`config.mk`:
```
export PLATFORM = sky130hd
export DESIGN_NAME = csel_arith_slice
export DESIGN_NICKNAME = d
export VERILOG_FILES = /design/src/rtl/csel_pkg.sv /design/src/rtl/csel_cell.sv /design/src/rtl/csel_group.sv /design/src/rtl/csel_acc_reg.sv /design/src/rtl/csel_arith_slice.sv
export SDC_FILE = /design/constraint.sdc
export NUM_CORES = 1
export LEC_CHECK = 0
export BUFFER_PORTS_ARGS = -buffer_cell sky130_fd_sc_hd__clkbuf_2
export CORE_MARGIN = 1
export CORE_UTILIZATION = 30
export DETAILED_ROUTE_END_ITERATION = 16
export SYNTH_ARGS = -nofsm -noshare
export SYNTH_HDL_FRONTEND = slang
export SYNTH_HIERARCHICAL = 1
export SYNTH_SLANG_ARGS = --single-unit
```
`constraint.sdc`:
```
create_clock -name clk -period 8.44 [get_ports clk]
set_input_delay 1.688 -clock clk [delete_from_list [all_inputs] [get_ports clk]]
set_output_delay 1.688 -clock clk [all_outputs]
set_load 0.005 [all_outputs]
```
`src/rtl/csel_pkg.sv`:
```
package csel_pkg;

  typedef enum logic [1:0] {
    MODE_COMB     = 2'b00,
    MODE_ACC      = 2'b01,
    MODE_CNT      = 2'b10,
    MODE_COMB_ALT = 2'b11
  } slice_mode_e;

endpackage

```
`src/rtl/csel_cell.sv`:
```
// One bit position: sum and carry for both assumed group carries.
module csel_cell (
  input  logic a_i,
  input  logic b_i,
  input  logic ci0_i,
  input  logic ci1_i,
  output logic s0_o,
  output logic s1_o,
  output logic co0_o,
  output logic co1_o
);

  logic half;

  assign half  = a_i ^ b_i;
  assign s0_o  = half ^ ci0_i;
  assign s1_o  = half ^ ci1_i;
  assign co0_o = (a_i & b_i) | (half & ci0_i);
  assign co1_o = (a_i & b_i) | (half & ci1_i);

endmodule

```
`src/rtl/csel_group.sv`:
```
// A group of GRP_W cells with two precomputed chains; the real group
// carry-in chooses one chain at the group's top bit.
module csel_group #(
  parameter int GRP_W = 5
) (
  input  logic [GRP_W-1:0] a_i,
  input  logic [GRP_W-1:0] b_i,
  input  logic             gcin_i,
  output logic [GRP_W-1:0] sum_o,
  output logic             gcout_o
);

  logic [GRP_W:0]   chain0;
  logic [GRP_W:0]   chain1;
  logic [GRP_W-1:0] sum0;
  logic [GRP_W-1:0] sum1;

  assign chain0[0] = 1'b0;
  assign chain1[0] = 1'b1;

  for (genvar i = 0; i < GRP_W; i++) begin : g_bit
    csel_cell i_cell (
      .a_i   (a_i[i]),
      .b_i   (b_i[i]),
      .ci0_i (chain0[i]),
      .ci1_i (chain1[i]),
      .s0_o  (sum0[i]),
      .s1_o  (sum1[i]),
      .co0_o (chain0[i+1]),
      .co1_o (chain1[i+1])
    );
  end

  assign sum_o   = gcin_i ? sum1 : sum0;
  assign gcout_o = gcin_i ? chain1[GRP_W] : chain0[GRP_W];

endmodule

```
`src/rtl/csel_acc_reg.sv`:
```
// Output register: clear beats load beats step.
module csel_acc_reg #(
  parameter int W = 10
) (
  input  logic         clk,
  input  logic         rst_n,
  input  logic         clr_i,
  input  logic         ld_i,
  input  logic         step_i,
  input  logic [W-1:0] ld_val_i,
  input  logic [W-1:0] nxt_val_i,
  input  logic         nxt_carry_i,
  output logic [W-1:0] q_o,
  output logic         c_o
);

  logic         reg_en;
  logic [W-1:0] q_d;
  logic         c_d;

  always_comb begin
    reg_en = clr_i | ld_i | step_i;
    q_d    = q_o;
    c_d    = c_o;
    if (clr_i) begin
      q_d = '0;
      c_d = 1'b0;
    end else if (ld_i) begin
      q_d = ld_val_i;
      c_d = 1'b0;
    end else if (step_i) begin
      q_d = nxt_val_i;
      c_d = nxt_carry_i;
    end
  end

  always_ff @(posedge clk or negedge rst_n) begin
    if (!rst_n) begin
      q_o <= '0;
      c_o <= 1'b0;
    end else if (reg_en) begin
      q_o <= q_d;
      c_o <= c_d;
    end
  end

  AST_CLR_WINS: assert property (@(posedge clk) disable iff (!rst_n)
    clr_i |=> (q_o == '0) && !c_o);
  AST_LOAD_VAL: assert property (@(posedge clk) disable iff (!rst_n)
    (!clr_i && ld_i) |=> (q_o == $past(ld_val_i)) && !c_o);
  AST_HOLD_IDLE: assert property (@(posedge clk) disable iff (!rst_n)
    (!clr_i && !ld_i && !step_i) |=> $stable(q_o) && $stable(c_o));

endmodule

```
`src/rtl/csel_arith_slice.sv`:
```
module csel_arith_slice
  import csel_pkg::*;
#(
  parameter int GRP_W = 5,
  parameter int N_GRP = 2,
  localparam int W    = GRP_W * N_GRP
) (
  input  logic         clk,
  input  logic         rst_n,
  input  logic [1:0]   mode,
  input  logic [W-1:0] op_a,
  input  logic [W-1:0] op_b,
  input  logic         sub_mode,
  input  logic         cin,
  input  logic         step_en,
  input  logic         up_dn,
  input  logic         sync_clr,
  input  logic         sync_ld,
  output logic [W-1:0] sum_out,
  output logic         carry_out
);

  slice_mode_e  md;
  logic         reg_mode;
  logic [W-1:0] a_sel;
  logic [W-1:0] b_sel;
  logic         sub_sel;
  logic         cin_sel;
  logic [W-1:0] b_eff;
  logic         cin_eff;
  logic [W-1:0] add_sum;
  logic [N_GRP:0] gcarry;
  logic [W-1:0] acc_q;
  logic         acc_c;
  logic         step_q;

  assign md       = slice_mode_e'(mode);
  assign reg_mode = (md == MODE_ACC) || (md == MODE_CNT);

  // Operand steering per mode
  always_comb begin
    case (md)
      MODE_ACC: begin
        a_sel   = acc_q;
        b_sel   = op_b;
        sub_sel = sub_mode;
        cin_sel = cin;
      end
      MODE_CNT: begin
        a_sel   = acc_q;
        b_sel   = W'(1);
        sub_sel = ~up_dn;
        cin_sel = 1'b0;
      end
      default: begin
        a_sel   = op_a;
        b_sel   = op_b;
        sub_sel = sub_mode;
        cin_sel = cin;
      end
    endcase
  end

  // Subtraction: invert B, force carry into bit 0
  assign b_eff     = b_sel ^ {W{sub_sel}};
  assign cin_eff   = sub_sel | cin_sel;
  assign gcarry[0] = cin_eff;

  for (genvar g = 0; g < N_GRP; g++) begin : g_grp
    csel_group #(.GRP_W(GRP_W)) i_grp (
      .a_i     (a_sel[g*GRP_W +: GRP_W]),
      .b_i     (b_eff[g*GRP_W +: GRP_W]),
      .gcin_i  (gcarry[g]),
      .sum_o   (add_sum[g*GRP_W +: GRP_W]),
      .gcout_o (gcarry[g+1])
    );
  end

  assign step_q = step_en & reg_mode;

  csel_acc_reg #(.W(W)) i_acc (
    .clk         (clk),
    .rst_n       (rst_n),
    .clr_i       (sync_clr),
    .ld_i        (sync_ld),
    .step_i      (step_q),
    .ld_val_i    (op_a),
    .nxt_val_i   (add_sum),
    .nxt_carry_i (gcarry[N_GRP]),
    .q_o         (acc_q),
    .c_o         (acc_c)
  );

  assign sum_out   = reg_mode ? acc_q : add_sum;
  assign carry_out = reg_mode ? acc_c : gcarry[N_GRP];

  AST_COMB_ADD: assert property (@(posedge clk) disable iff (!rst_n)
    (!reg_mode && !sub_mode) |->
      ({carry_out, sum_out} == ({1'b0, op_a} + {1'b0, op_b} + (W+1)'(cin))));
  AST_COMB_SUB: assert property (@(posedge clk) disable iff (!rst_n)
    (!reg_mode && sub_mode) |->
      ((sum_out == W'(op_a - op_b)) && (carry_out == (op_a >= op_b))));
  AST_ACC_STEP: assert property (@(posedge clk) disable iff (!rst_n)
    ((md == MODE_ACC) && step_en && !sync_clr && !sync_ld) |=>
      ({acc_c, acc_q} == $past(sub_mode ?
        ({1'b0, acc_q} + {1'b0, ~op_b} + (W+1)'(1)) :
        ({1'b0, acc_q} + {1'b0, op_b} + (W+1)'(cin)))));
  AST_CNT_UP: assert property (@(posedge clk) disable iff (!rst_n)
    ((md == MODE_CNT) && step_en && up_dn && !sync_clr && !sync_ld) |=>
      (acc_q == W'($past(acc_q) + W'(1))));
  AST_COMB_NO_STEP: assert property (@(posedge clk) disable iff (!rst_n)
    (!reg_mode && !sync_clr && !sync_ld) |=> $stable(acc_q));

endmodule

```
# Yosys cells after proc, flatten, opt, wreduce, memory -nomap -nowiden
# Index checks and enable logic that the tools add are counted.
# classes
n_eq_ne	2
muxes	16
bitwise	78
n_reduce_logical	4
# ops
cell	count
$mux W10	6
$and A1 B1 Y1	27
$xor A1 B1 Y1	26
$or A1 B1 Y1	21
$mux W5	2
$xor A10 B10 Y10	1
$mux W1	8
$not A1 Y1	3
$reduce_bool A3 Y1	1
$eq A2 B1 Y1 const B	1
$eq A2 B2 Y1 const B	1
$reduce_and A2 Y1	1
$reduce_or A2 Y1	1
$logic_or A1 B1 Y1	1
# word_totals
ff_bits	11
input_bits	30
output_inout_bits	11
elab_cells	102

# Logic depth before layout (Yosys ltp)
# Gate-level depths: netlist (run 1).
# depth
depth_word	18
ltp_mapped	15
ltp_nobuf	13

# Cells and area by module
# Netlist (run 1), hierarchy kept.
# modules_own_cells
mod	instances	cells_each	area_per_inst_um2
csel_acc_reg	1	47	550.5
csel_arith_slice	1	82	456.7
csel_cell	10	2	40.0
csel_group	2	9	108.9

# Worst setup path before layout (run 1)
# OpenSTA, ideal clock, no wires.
# synth_timing
path_kind	input to output
start	in mode[0]
end	out carry_out
t_arrival_ps	5300
required_time_ps	6752
slack_ps	1452
path_stages	14
path_buffers	2
cell_sequence	inv_1 > ha_1 > buf_2 > nand2b_1 > nand2_1 > fa_1 > fa_1 > fa_1 > fa_1 > fa_1 > mux2_4 > buf_6 > mux2_4 > mux2_2
# synth_between
word_cells_on_any_way	67
# synth_lines
item	line_no	rtl
start, declared	csel_arith_slice.sv:10	input logic [1:0] mode,
$eq A2 B1 Y1 / $eq A2 B2 Y1 (equally long branches)	csel_arith_slice.sv:42	case (md)
$reduce_or A2 Y1 (no source line) (*)	n/a	
$mux W10 (*)	csel_arith_slice.sv:42	
via a_sel[0]	csel_arith_slice.sv:25	logic [W-1:0] a_sel;
$and A1 B1 Y1 (*)	csel_cell.sv:18	assign co0_o = (a_i & b_i) | (half & ci0_i);
via g_grp[0].i_grp.chain0[1]	csel_group.sv:13	logic [GRP_W:0] chain0;
$and A1 B1 Y1 (*)	csel_cell.sv:18	
$or A1 B1 Y1 (*)	csel_cell.sv:18	
via g_grp[0].i_grp.chain0[2]	csel_group.sv:13	
[2 not listed]	n/a	
via g_grp[0].i_grp.chain0[3]	csel_group.sv:13	
[2 not listed]	n/a	
via g_grp[0].i_grp.chain0[4]	csel_group.sv:13	
$and A1 B1 Y1 (*)	csel_cell.sv:18	
$or A1 B1 Y1 (*)	csel_cell.sv:18	
via g_grp[0].i_grp.chain0[5]	csel_group.sv:13	
$mux W1 (*)	csel_group.sv:35	assign gcout_o = gcin_i ? chain1[GRP_W] : chain0[GRP_W];
via gcarry[1]	csel_arith_slice.sv:32	logic [N_GRP:0] gcarry;
$mux W1 (*)	csel_group.sv:35	
via gcarry[2]	csel_arith_slice.sv:32	
$mux W1 (*)	csel_arith_slice.sv:95	assign carry_out = reg_mode ? acc_c : gcarry[N_GRP];
end, declared	csel_arith_slice.sv:20	output logic carry_out
# The timed path passes the listed nets; every way through them passes the cells marked *.

# Worst setup path in the final report (run 1)
# layout_timing
start	in mode[0]
end	out carry_out
# layout_between
word_cells_on_any_way	67
# layout_lines
item	line_no	rtl
$eq A2 B2 Y1 (*)	csel_arith_slice.sv:42	
$mux W10 / $mux W1 (equally long branches)	csel_arith_slice.sv:42	
$xor A10 B10 Y10 (*)	csel_arith_slice.sv:65	assign b_eff = b_sel ^ {W{sub_sel}};
via b_eff[0]	csel_arith_slice.sv:29	logic [W-1:0] b_eff;
$and A1 B1 Y1 (*)	csel_cell.sv:18	
via g_grp[0].i_grp.chain0[1]	csel_group.sv:13	
$and A1 B1 Y1 (*)	csel_cell.sv:18	
$or A1 B1 Y1 (*)	csel_cell.sv:18	
via g_grp[0].i_grp.chain0[2]	csel_group.sv:13	
[2 not listed]	n/a	
via g_grp[0].i_grp.chain0[3]	csel_group.sv:13	
[2 not listed]	n/a	
via g_grp[0].i_grp.chain0[4]	csel_group.sv:13	
$and A1 B1 Y1 (*)	csel_cell.sv:18	
$or A1 B1 Y1 (*)	csel_cell.sv:18	
via g_grp[0].i_grp.chain0[5]	csel_group.sv:13	
$mux W1 (*)	csel_group.sv:35	
via gcarry[1]	csel_arith_slice.sv:32	
$mux W1 (*)	csel_group.sv:35	
via gcarry[2]	csel_arith_slice.sv:32	
$mux W1 (*)	csel_arith_slice.sv:95	
# Marked as above.

==> load_flow_metrics.sql, run 1 <==
INSERT INTO impl_metrics (metric_group, metric, value, unit) VALUES
('status', 'run_status', 'completed', ''),
('worst_setup_path', 'startpoint_type_of_the_worst_setup_path', 'primary input', ''),
('global_route', 'grt.overflow.total', '0', ''),
('die', 'dieArea', '0.00572', 'mm2'),
('die', 'floorplan.die.width', '75.6', 'um'),
('clock_tree', 'cts.path.max_buffers', '2', ''),
('synth', 'synth_seq_cells', '11', ''),
('worst_hold_path', 'hold_path_class', 'reg -> reg', ''),
('timing', 'clock-skew-final', '1.64', 'ps'),
('timing', 'timing.final.max_slew_violations', '0', ''),
('die', 'io_pins', '41', ''),
('worst_setup_path', 'critPathMaxFanout', '12', ''),
('placement', 'hpwlAfterDp', '2.83', 'mm'),
('synth', 'netlist_top_cells_area', 'sky130_fd_sc_hd__fa_1 25%, sky130_fd_sc_hd__dfrtp_1 17%, sky130_fd_sc_hd__mux2_4 11%, sky130_fd_sc_hd__nand2_1 9.5%, sky130_fd_sc_hd__mux2i_1 6.8%', ''),
('timing', 'timing.final.setup_violations', '0', ''),
('synth', 'post_synth_num_cell_types', '22', ''),
('synth', 'synth_area', '0.00163', 'mm2'),
('worst_setup_path', 'endpoint_kind', 'primary output', ''),
('route', 'route.detailed.vias_per_inst', '4.46', ''),
('synth', 'ys_dominant_reg_cell', 'sky130_fd_sc_hd__dfrtp_1', ''),
('timing', 'totalNegativeSetupSlack', '0', 'ps'),
('placement', 'io_buffers', '40', ''),
('route', 'vias', '1214', ''),
('clock_tree', 'tritoncts', 'built', ''),
('clock_tree', 'root_buffer', 'sky130_fd_sc_hd__clkbuf_8', ''),
('power', 'power.static_leakage', '0.936', 'nW'),
('synth', 'syn-instance-count', '167', ''),
('final_layout', 'antenna-diode-count', '0', ''),
('clock_tree', 'cts.htree.levels', '1', ''),
('synth', 'synth_largest_type_area_fraction', '0.246', ''),
('timing', 'unrepaired_setup_endpoints_after_global_routing', 'no', ''),
('synth', 'yosys-top-cells-count', '41 x sky130_fd_sc_hd__nand2_1, 20 x sky130_fd_sc_hd__fa_1, 12 x sky130_fd_sc_hd__mux2_4', ''),
('route', 'route.detailed.drc', '0', ''),
('power', 'power.internal', '0.192', 'mW'),
('clock_tree', 'tritoncts_num_sinks', '11', ''),
('final_layout', 'flow.area_growth_from_synthesis', '16.6', '%'),
('route', 'drt.antenna.violating_nets', '0', ''),
('global_route', 'first_global_vias', '1257', ''),
('timing', 'hold_violations', '0', ''),
('power', 'power.density_cell_area', '161', 'mW/mm2'),
('final_layout', 'total_number_of_nets_in_the_final_design', '254', ''),
('worst_setup_path', 'worst_ep_required_time', '6750', 'ps'),
('timing', 'timing.final.crit_share', '0.871', ''),
('clock_tree', 'clk_transition_reported_paths', '50', 'ps'),
('final_layout', 'drive_gt1_frac', '0.292', ''),
('die', 'num_rows', '26', ''),
('clock_tree', 'cts_hold_fix_bufs', '0', ''),
('synth', 'synth_top_cell_by_area', 'sky130_fd_sc_hd__fa_1', ''),
('timing', 'fin_crit', '7350', 'ps'),
('power', 'p_seq_frac', '0.198', ''),
('synth', 'synth-seq-area-share', '0.169', ''),
('worst_setup_path', 'critPathKind', 'in -> out', ''),
('power', 'power.switching', '0.114', 'mW'),
('synth', 'synth_most_common_cell', 'sky130_fd_sc_hd__nand2_1', ''),
('clock_tree', 'post_cts_buffers', '0', ''),
('final_layout', 'final_util', '0.366', ''),
('route', 'wl_per_cell', '12.4', 'um'),
('synth', 'yosysWarningCount', '6', ''),
('route', 'totalWireLength', '3.36', 'mm'),
('final_layout', 'num-fill-cells', '553', ''),
('flow_run', 'drv_cap', '0', ''),
('clock_tree', 'insertion_delay', '230', 'ps'),
('placement', 'place_worst_setup_slack', '1080', 'ps'),
('global_route', 'grt_util_all_layers', '0.133', ''),
('synth', 'synth_area_per_cell', '9.73', 'um2'),
('power', 'peakVddDrop', '0.0000998', 'V'),
('timing', 'timing.fmax', '136', 'MHz'),
('global_route', 'grt_pass1_wl', '5.62', 'mm'),
('power', 'combinationalPowerShare', '0.632', ''),
('power', 'power.share.switching', '0.373', ''),
('placement', 'gpl.final_weighted_congestion', '0.762', '');
## final cells by class
type                            instances  area (um2)  area share
Multi-Input combinational cell        143        1260       0.667
Sequential cell                        11         275       0.145
Timing Repair Buffer                   42         215       0.114
Tap cell                               70        87.6      0.0462
Clock buffer                            4        45.0      0.0238
Inverter                                2        7.51     0.00396
## sequential cells by signal, indices dropped and copies added, names as in the netlist
name       flops
i_acc/c_o      1
i_acc/q_o     10
## logic make-up (layout without fill, tap and decap cells)
logic type               after synthesis  count (layout)  synth area share
AND/OR/NAND/NOR                       63              63             0.179
multiplexers                          24              24             0.186
adder cells (fa/ha/maj)               21              21             0.254
AO/OA/AOI/OAI                         21              21            0.0970
buffers and inverters                 13              48            0.0523
flip-flops                            11              11             0.169
XOR/XNOR                              10              10            0.0539
other                                  4               4           0.00924
## per-layer routing
layer	part of all wire	vias up	global-route usage
li1	-	608	-
met1	0.44	575	0.164
met2	0.51	31	0.239
met3	0.050	0	0.0370
met4	0	0	0.0123
met5	0	-	0
## cell usage in the layout, fill, tap and decap left out, drive strengths merged
cell type	Yosys	final
fa	20	20
nor2b	11	11
clkinv	1	1
mux2	13	13
xnor2	1	1
o31a	1	1
o21ai	1	1
nand2b	10	10
clkbuf	2	44
ha	1	1
nor3	1	1
buf	9	2
dfrtp	11	11
mux2i	11	11
xor2	9	9
conb	4	4
a211oi	10	10
nand2	41	41
inv	1	1
o21a	9	9
## stage by stage
stage	std cells	power [mW]	area, um2	hold slack, ps
floorplan	167	0.209	1630	534
global placement	268	0.254	1850	591
detailed placement	268	0.258	1850	569
CTS	272	0.312	1900	599
global route	272	0.337	1900	652
finish	272	0.306	1900	595
## final timing paths
kind	cells past startpoint	start	end	slack, ps
worst max-delay path	14	mode[0]	carry_out	1090
worst min-delay path	2	i_acc/c_o	i_acc/c_o	590
worst max register to register	11	i_acc/q_o[0]	i_acc/q_o[6]	4820
worst min register to register	2	i_acc/c_o	i_acc/c_o	590
max in group asynchronous	1	rst_n	i_acc/q_o[2]	6890
min in group asynchronous	1	rst_n	i_acc/c_o	1320
## power groups by stage
| stage | sequential [mW] | clock [mW] | combinational [mW] |
|---|---|---|---|
| 2_1_floorplan | 0.0605 | 0 | 0.149 |
| 3_3_place_gp | 0.0612 | 0 | 0.193 |
| 3_5_place_dp | 0.0614 | 0 | 0.196 |
| 4_1_cts | 0.0606 | 0.0540 | 0.198 |
| 5_1_grt | 0.0611 | 0.0565 | 0.219 |
| 6_report | 0.0606 | 0.0520 | 0.193 |
## critical path: stages
cell and delay [ps]:
sky130_fd_sc_hd__clkbuf_2 70, sky130_fd_sc_hd__inv_1 30, sky130_fd_sc_hd__ha_1 320, sky130_fd_sc_hd__nand2_1 330
sky130_fd_sc_hd__o21ai_1 210, sky130_fd_sc_hd__fa_1 440, sky130_fd_sc_hd__fa_1 380, sky130_fd_sc_hd__fa_1 390
sky130_fd_sc_hd__fa_1 390, sky130_fd_sc_hd__fa_1 360, sky130_fd_sc_hd__mux2_4 340, sky130_fd_sc_hd__mux2_4 320
sky130_fd_sc_hd__mux2_2 260, sky130_fd_sc_hd__clkbuf_2 110
Note: power is estimated with default switching activity, not from simulation.
==> inputs of run 2 (changes only) <==
Settings changed: ABC_AREA set to 1.
==> load_flow_metrics.sql, run 2 <==
INSERT INTO impl_metrics (metric_group, metric, value, unit) VALUES
('status', 'run_status', 'completed', ''),
('worst_setup_path', 'worst_ep_required_time', '6750', 'ps'),
('synth', 'yosys-top-cells-count', '176 x sky130_fd_sc_hd__nand2_1, 21 x sky130_fd_sc_hd__nand3_1, 20 x sky130_fd_sc_hd__fa_1, 11 x sky130_fd_sc_hd__dfrtp_1, 6 x sky130_fd_sc_hd__inv_1', ''),
('timing', 'timing.final.setup_violations', '0', ''),
('route', 'route.detailed.vias_per_inst', '4.46', ''),
('clock_tree', 'cts_resized', '0', ''),
('clock_tree', 'cts.htree.levels', '1', ''),
('final_layout', 'total_number_of_nets_in_the_final_design', '347', ''),
('clock_tree', 'number_of_clock_buffers_inserted_by_tritoncts', '3', ''),
('timing', 'unrepaired_setup_endpoints_after_global_routing', 'no', ''),
('clock_tree', 'tritoncts', 'built', ''),
('power', 'design_power_total', '0.277', 'mW'),
('synth', 'number_of_enable_type_register_cells_in_the_synthesized_netlist', '0', ''),
('power', 'power.static_leakage', '1.17', 'nW'),
('power', 'p_seq_frac', '0.225', ''),
('clock_tree', 'cts.path.max_buffers', '2', ''),
('worst_hold_path', 'hold_path_class', 'reg -> reg', ''),
('final_layout', 'commonest_non_fill_non_tap_cell_in_the_layout', 'sky130_fd_sc_hd__nand2_1', ''),
('final_layout', 'layout_common_cells', '176 x sky130_fd_sc_hd__nand2_1, 40 x sky130_fd_sc_hd__clkbuf_2, 21 x sky130_fd_sc_hd__nand3_1, 20 x sky130_fd_sc_hd__fa_1, 11 x sky130_fd_sc_hd__dfrtp_1', ''),
('die', 'floorplan.core_area', '0.00514', 'mm2'),
('die', 'dieArea', '0.00565', 'mm2'),
('synth', 'netlist_top_cells_area', 'sky130_fd_sc_hd__nand2_1 41%, sky130_fd_sc_hd__fa_1 25%, sky130_fd_sc_hd__dfrtp_1 17%, sky130_fd_sc_hd__nand3_1 6.5%, sky130_fd_sc_hd__buf_4 1.9%', ''),
('power', 'power.share.switching', '0.437', ''),
('global_route', 'first_global_vias', '1703', ''),
('power', 'power.density_cell_area', '147', 'mW/mm2'),
('worst_setup_path', 'endpoint_kind', 'primary output', ''),
('timing', 'clock-skew-final', '3.42', 'ps'),
('global_route', 'grt.overflow.total', '0', ''),
('route', 'vias', '1628', ''),
('synth', 'synth-async-reset-ratio', '1.00', ''),
('worst_setup_path', 'critPathKind', 'in -> out', ''),
('synth', 'synth_seq_cells', '11', ''),
('global_route', 'grt_pass1_wl', '6.96', 'mm'),
('flow_run', 'drv_cap', '0', ''),
('die', 'floorplan.initialDensity', '0.312', ''),
('power', 'power.internal', '0.156', 'mW'),
('die', 'floorplan.die.width', '75.2', 'um'),
('worst_setup_path', 'worst-endpoint-arrival', '5420', 'ps'),
('worst_setup_path', 'startpoint_type_of_the_worst_setup_path', 'primary input', ''),
('synth', 'synth_top_cell_by_area', 'sky130_fd_sc_hd__nand2_1', ''),
('global_route', 'antenna_found_initial', '0', ''),
('synth', 'synth_largest_type_area_fraction', '0.412', ''),
('route', 'first_pass_iters', '4', ''),
('global_route', 'grt_util_all_layers', '0.159', ''),
('timing', 'fin_crit', '7110', 'ps'),
('synth', 'yosysWarningCount', '6', ''),
('global_route', 'grt_start_max_net_pins', '23', ''),
('placement', 'hpwlAfterDp', '3.37', 'mm'),
('power', 'combinationalPowerShare', '0.592', ''),
('synth', 'ys_dominant_reg_cell', 'sky130_fd_sc_hd__dfrtp_1', ''),
('power', 'clock_power_share', '0.183', ''),
('synth', 'synth_most_common_cell', 'sky130_fd_sc_hd__nand2_1', ''),
('route', 'totalWireLength', '3.93', 'mm'),
('final_layout', 'final_cell_count_no_fill', '365', ''),
('worst_setup_path', 'critPathMaxFanout', '22', ''),
('synth', 'syn-num-nets', '310', ''),
('final_layout', 'flow.area_growth_from_synthesis', '17.4', '%'),
('final_layout', 'drive_gt1_frac', '0.173', ''),
('clock_tree', 'cts_hold_fix_bufs', '0', ''),
('die', 'die_h', '75.2', 'um'),
('worst_setup_path', 'reg2reg_setup_slack', '5040', 'ps'),
('route', 'drt.antenna.violating_nets', '0', ''),
('route', 'route.detailed.drc', '0', ''),
('synth', 'synth-seq-area-share', '0.171', ''),
('die', 'num_rows', '26', ''),
('final_layout', 'reg_top3', 'i_acc/q_o: 10 flops, i_acc/c_o: 1 flops', ''),
('clock_tree', 'root_buffer', 'sky130_fd_sc_hd__clkbuf_8', ''),
('clock_tree', 'tritoncts_num_sinks', '11', ''),
('final_layout', 'registers.top_by_ff_count', 'i_acc/q_o', ''),
('power', 'peakVddDrop', '0.0000806', 'V'),
('synth', 'post_synth_num_cell_types', '16', ''),
('synth', 'synth_area', '0.00161', 'mm2'),
('placement', 'io_buffers', '40', ''),
('timing', 'totalNegativeSetupSlack', '0', 'ps'),
('route', 'detail_route.iter0.violations', '86', ''),
('timing', 'timing.final.crit_share', '0.843', ''),
('timing', 'timing.fmax', '141', 'MHz'),
('clock_tree', 'post_cts_buffers', '0', ''),
('placement', 'gpl.final_weighted_congestion', '0.857', ''),
('timing', 'timing.final.max_slew_violations', '0', ''),
('die', 'io_pins', '41', ''),
('route', 'wl_per_cell', '10.8', 'um'),
('synth', 'synth_area_per_cell', '6.20', 'um2'),
('timing', 'hold_violations', '0', ''),
('final_layout', 'largest_register_ff_count', '10', ''),
('clock_tree', 'clk_transition_reported_paths', '40', 'ps'),
('synth', 'syn-instance-count', '259', ''),
('clock_tree', 'insertion_delay', '230', 'ps'),
('final_layout', 'antenna-diode-count', '0', ''),
('placement', 'placed_cells', '361', ''),
('power', 'power.switching', '0.121', 'mW');
==> run 2: cell types whose count changed after synthesis, sizes merged, moves of 11 or more <==
cell / delta
nand2: +136
nand3: +21
mux2i: -11
nor2b: -11
mux2: -13
==> run 2: through the flow <==
| stage | util | setup WS (ps) | hold slack [ps] | cell area [um2] |
|---|---|---|---|---|
| 6_report | 0.367 | 1330 | 480 | 1880 |
| 5_1_grt | 0.367 | 968 | 504 | 1880 |
| 4_1_cts | 0.367 | 1310 | 487 | 1880 |
| 3_5_place_dp | 0.358 | 1320 | 474 | 1840 |
| 3_3_place_gp | 0.358 | 1390 | 460 | 1840 |
| 2_1_floorplan | - | 1860 | 442 | 1610 |
==> run 2: cell families (layout without fill, tap and decap cells) <==
logic type	count (synthesis)	in the layout	synth area share
AO/OA/AOI/OAI	1	1	0.00468
adder cells (fa/ha/maj)	21	21	0.257
buffers and inverters	20	56	0.0639
flip-flops	11	11	0.171
other	4	4	0.00935
AND/OR/NAND/NOR	202	202	0.493
==> run 2: path summary, 6_finish.rpt <==
kind | start | endpoint | depth (start not counted)
worst max-delay path | mode[0] | sum_out[7] | 20
worst min register to register | i_acc/q_o[3] | i_acc/q_o[3] | 2
worst max register to register | i_acc/q_o[0] | i_acc/q_o[5] | 16
max in group asynchronous | rst_n | i_acc/q_o[3] | 1
min in group asynchronous | rst_n | i_acc/q_o[9] | 1
worst min-delay path | i_acc/q_o[3] | i_acc/q_o[3] | 2
==> run 2: layout make-up <==
| class | count | area (um2) |
|---|---|---|
| Inverter | 11 | 41.3 |
| Multi-Input combinational cell | 228 | 1230 |
| Sequential cell | 11 | 275 |
| Tap cell | 70 | 87.6 |
| Clock buffer | 4 | 45.0 |
| Fill cell | 601 | 3260 |
| Timing Repair Buffer | 41 | 208 |
==> run 2: power by group through the flow <==
stage / sequential, mW / combinational [mW] / clock (mW)
after floorplan: 0.0618 / 0.119 / 0
after global placement: 0.0629 / 0.165 / 0
after detailed placement: 0.0631 / 0.167 / 0
after CTS: 0.0624 / 0.168 / 0.0533
after global routing: 0.0630 / 0.194 / 0.0563
final: 0.0624 / 0.164 / 0.0507
==> run 2: layer usage <==
metal,up-vias,track usage,part of all wire
li1,849,-,-
met1,743,0.176,0.42
met2,36,0.311,0.52
met3,0,0.0442,0.056
met4,0,0.0144,0
met5,-,0,0
==> run 2: critical path, stage by stage <==
cell	delay, ps
sky130_fd_sc_hd__clkbuf_2	70
sky130_fd_sc_hd__inv_1	30
sky130_fd_sc_hd__ha_1	230
sky130_fd_sc_hd__inv_2	260
sky130_fd_sc_hd__nand2_2	200
sky130_fd_sc_hd__nand3_1	120
sky130_fd_sc_hd__nand2_1	120
sky130_fd_sc_hd__fa_1	430
sky130_fd_sc_hd__fa_1	390
sky130_fd_sc_hd__fa_1	390
sky130_fd_sc_hd__fa_1	380
sky130_fd_sc_hd__fa_1	360
sky130_fd_sc_hd__nand2_1	70
sky130_fd_sc_hd__nand2_1	150
sky130_fd_sc_hd__inv_2	140
sky130_fd_sc_hd__nand2_1	60
sky130_fd_sc_hd__nand2_1	80
sky130_fd_sc_hd__nand2_1	60
sky130_fd_sc_hd__nand2_1	80
sky130_fd_sc_hd__clkbuf_2	110
==> inputs of run 3 (changes only) <==
Clock period 8.44 ns to 6.5 ns, I/O delays scaled along.
==> load_flow_metrics.sql, run 3 (synthesis results as in run 2) <==
INSERT INTO impl_metrics (metric_group, metric, value, unit) VALUES
('status', 'run_status', 'completed', ''),
('power', 'peakVddDrop', '0.0000759', 'V'),
('final_layout', 'flow.area_growth_from_synthesis', '19.6', '%'),
('route', 'first_pass_iters', '4', ''),
('placement', 'io_buffers', '40', ''),
('die', 'floorplan.initialDensity', '0.312', ''),
('route', 'vias', '1662', ''),
('final_layout', 'layout_common_cells', '176 x sky130_fd_sc_hd__nand2_1, 40 x sky130_fd_sc_hd__clkbuf_2, 21 x sky130_fd_sc_hd__nand3_1, 20 x sky130_fd_sc_hd__fa_1, 11 x sky130_fd_sc_hd__dfrtp_1', ''),
('timing', 'timing.slew.headroom', '0.666', ''),
('global_route', 'antenna_found_initial', '0', ''),
('power', 'power.share.switching', '0.442', ''),
('timing', 'clock-skew-final', '3.36', 'ps'),
('timing', 'final_critical_path_setup_slack', '328', 'ps'),
('global_route', 'grt_util_all_layers', '0.162', ''),
('route', 'detail_route.iter0.violations', '61', ''),
('timing', 'timing.final.max_slew_violations', '0', ''),
('global_route', 'grt.overflow.total', '0', ''),
('worst_hold_path', 'hold_path_class', 'reg -> reg', ''),
('power', 'design_power_total', '0.369', 'mW'),
('clock_tree', 'number_of_clock_buffers_inserted_by_tritoncts', '3', ''),
('die', 'io_pins', '41', ''),
('final_layout', 'finalInstanceArea', '0.00192', 'mm2'),
('clock_tree', 'cts.htree.levels', '1', ''),
('power', 'power.switching', '0.163', 'mW'),
('clock_tree', 'cts.path.max_buffers', '2', ''),
('flow_run', 'drv_cap', '0', ''),
('route', 'wl_per_cell', '11.1', 'um'),
('route', 'drt.antenna.violating_nets', '0', ''),
('die', 'num_rows', '26', ''),
('timing', 'totalNegativeSetupSlack', '0', 'ps'),
('die', 'floorplan.die.width', '75.2', 'um'),
('power', 'power.static_leakage', '1.19', 'nW'),
('worst_setup_path', 'endpoint_kind', 'primary output', ''),
('route', 'route.detailed.vias_per_inst', '4.50', ''),
('final_layout', 'total_number_of_nets_in_the_final_design', '351', ''),
('placement', 'hpwlAfterDp', '3.36', 'mm'),
('placement', 'cell_area_after_placement', '0.00187', 'mm2'),
('clock_tree', 'tritoncts', 'built', ''),
('global_route', 'grt_pass1_wl', '6.85', 'mm'),
('timing', 'worstMarginPinSlew', '500', 'ps'),
('timing', 'timing.fmax', '162', 'MHz'),
('timing', 'unrepaired_setup_endpoints_after_global_routing', 'no', ''),
('clock_tree', 'post_cts_buffers', '0', ''),
('timing', 'hold_slack', '474', 'ps'),
('final_layout', 'registers.top_by_ff_count', 'i_acc/q_o', ''),
('route', 'route.detailed.drc', '0', ''),
('final_layout', 'reg_top3', 'i_acc/q_o: 10 flops, i_acc/c_o: 1 flops', ''),
('power', 'p_seq_frac', '0.216', ''),
('clock_tree', 'root_buffer', 'sky130_fd_sc_hd__clkbuf_8', ''),
('worst_setup_path', 'worst_ep_required_time', '5200', 'ps'),
('die', 'dieArea', '0.00565', 'mm2'),
('clock_tree', 'clk_transition_reported_paths', '50', 'ps'),
('timing', 'hold_violations', '0', ''),
('worst_setup_path', 'critPathKind', 'in -> out', ''),
('power', 'power.density_cell_area', '192', 'mW/mm2'),
('worst_setup_path', 'startpoint_type_of_the_worst_setup_path', 'primary input', ''),
('final_layout', 'largest_register_ff_count', '10', ''),
('clock_tree', 'tritoncts_num_sinks', '11', ''),
('global_route', 'first_global_vias', '1548', ''),
('placement', 'gpl.final_weighted_congestion', '0.790', ''),
('final_layout', 'multi_input_comb_area', '0.00123', 'mm2'),
('power', 'clock_power_share', '0.190', ''),
('power', 'power.internal', '0.206', 'mW'),
('power', 'combinationalPowerShare', '0.594', ''),
('final_layout', 'antenna-diode-count', '0', ''),
('final_layout', 'sequential_cell_area', '275', 'um2'),
('timing', 'fin_crit', '6170', 'ps'),
('final_layout', 'commonest_non_fill_non_tap_cell_in_the_layout', 'sky130_fd_sc_hd__nand2_1', ''),
('die', 'floorplan.core_area', '0.00514', 'mm2'),
('final_layout', 'num-fill-cells', '600', ''),
('clock_tree', 'insertion_delay', '240', 'ps'),
('worst_setup_path', 'worst-endpoint-arrival', '4870', 'ps'),
('timing', 'timing.final.setup_violations', '0', ''),
('die', 'die_h', '75.2', 'um'),
('final_layout', 'drive_gt1_frac', '0.184', ''),
('route', 'totalWireLength', '4.11', 'mm'),
('placement', 'place_worst_setup_slack', '210', 'ps'),
('timing', 'timing.final.crit_share', '0.949', ''),
('global_route', 'grt_start_max_net_pins', '23', ''),
('worst_setup_path', 'critPathMaxFanout', '7', '');
==> run 3: cell types whose count changed in the layout (fill, tap and decap cells not counted), sizes merged <==
cell / change
inv: -1
clkinv: +1
buf: +4
==> run 3: per-layer routing <==
layer,GRT usage,routed length (um),vias up
li1,-,-,859
met1,0.208,1830,751
met2,0.291,2010,48
met3,0.0348,258,4
met4,0.0123,9,0
met5,0,0,-
==> run 3: what timing repair did <==
action	CTS	global route
resized for setup	0	3
endpoints found under the setup margin	0	6
hold buffers	0	0
==> run 3: worst max-delay path, cell delays in order <==
cell	delay, ps
sky130_fd_sc_hd__clkbuf_2	80
sky130_fd_sc_hd__inv_1	30
sky130_fd_sc_hd__ha_1	400
sky130_fd_sc_hd__inv_1	90
sky130_fd_sc_hd__nand2_1	80
sky130_fd_sc_hd__nand2_1	120
sky130_fd_sc_hd__fa_1	460
sky130_fd_sc_hd__fa_1	390
sky130_fd_sc_hd__fa_1	400
sky130_fd_sc_hd__fa_1	400
sky130_fd_sc_hd__fa_1	370
sky130_fd_sc_hd__nand2_1	70
sky130_fd_sc_hd__nand2_1	160
sky130_fd_sc_hd__inv_2	140
sky130_fd_sc_hd__nand2_1	50
sky130_fd_sc_hd__nand2_1	100
sky130_fd_sc_hd__nand2_1	60
sky130_fd_sc_hd__nand2_1	70
sky130_fd_sc_hd__clkbuf_2	100
==> run 3: worst paths after layout <==
check / from / end / slack [ps] / depth (start not counted)
max: mode[0] / sum_out[6] / 330 / 19
min: i_acc/c_o / i_acc/c_o / 470 / 2
max reg2reg: i_acc/q_o[0] / i_acc/q_o[6] / 3060 / 16
min reg2reg: i_acc/c_o / i_acc/c_o / 470 / 2
max in group asynchronous: rst_n / i_acc/q_o[5] / 5330 / 1
min in group asynchronous: rst_n / i_acc/c_o / 940 / 1
==> run 3: power by group through the flow <==
| stage | clock (mW) | sequential [mW] | combinational [mW] |
|---|---|---|---|
| after detailed placement | 0 | 0.0809 | 0.221 |
| after CTS | 0.0731 | 0.0797 | 0.222 |
| after global placement | 0 | 0.0809 | 0.217 |
| after floorplan | 0 | 0.0803 | 0.154 |
| final | 0.0702 | 0.0797 | 0.219 |
| after global routing | 0.0762 | 0.0804 | 0.261 |
==> run 3: metrics by stage <==
step,cells,util
final,369,0.373
after global routing,369,0.373
after detailed placement,365,0.364
after global placement,365,0.364
after CTS,369,0.372
after floorplan,259,-
==> run 3: final cells by class <==
class	count	share of cell area
multi-input cells	228	0.640
well taps	70	0.0456
clock buffers	4	0.0235
flip-flops and latches	11	0.143
inverters	11	0.0241
repair buffers	45	0.124
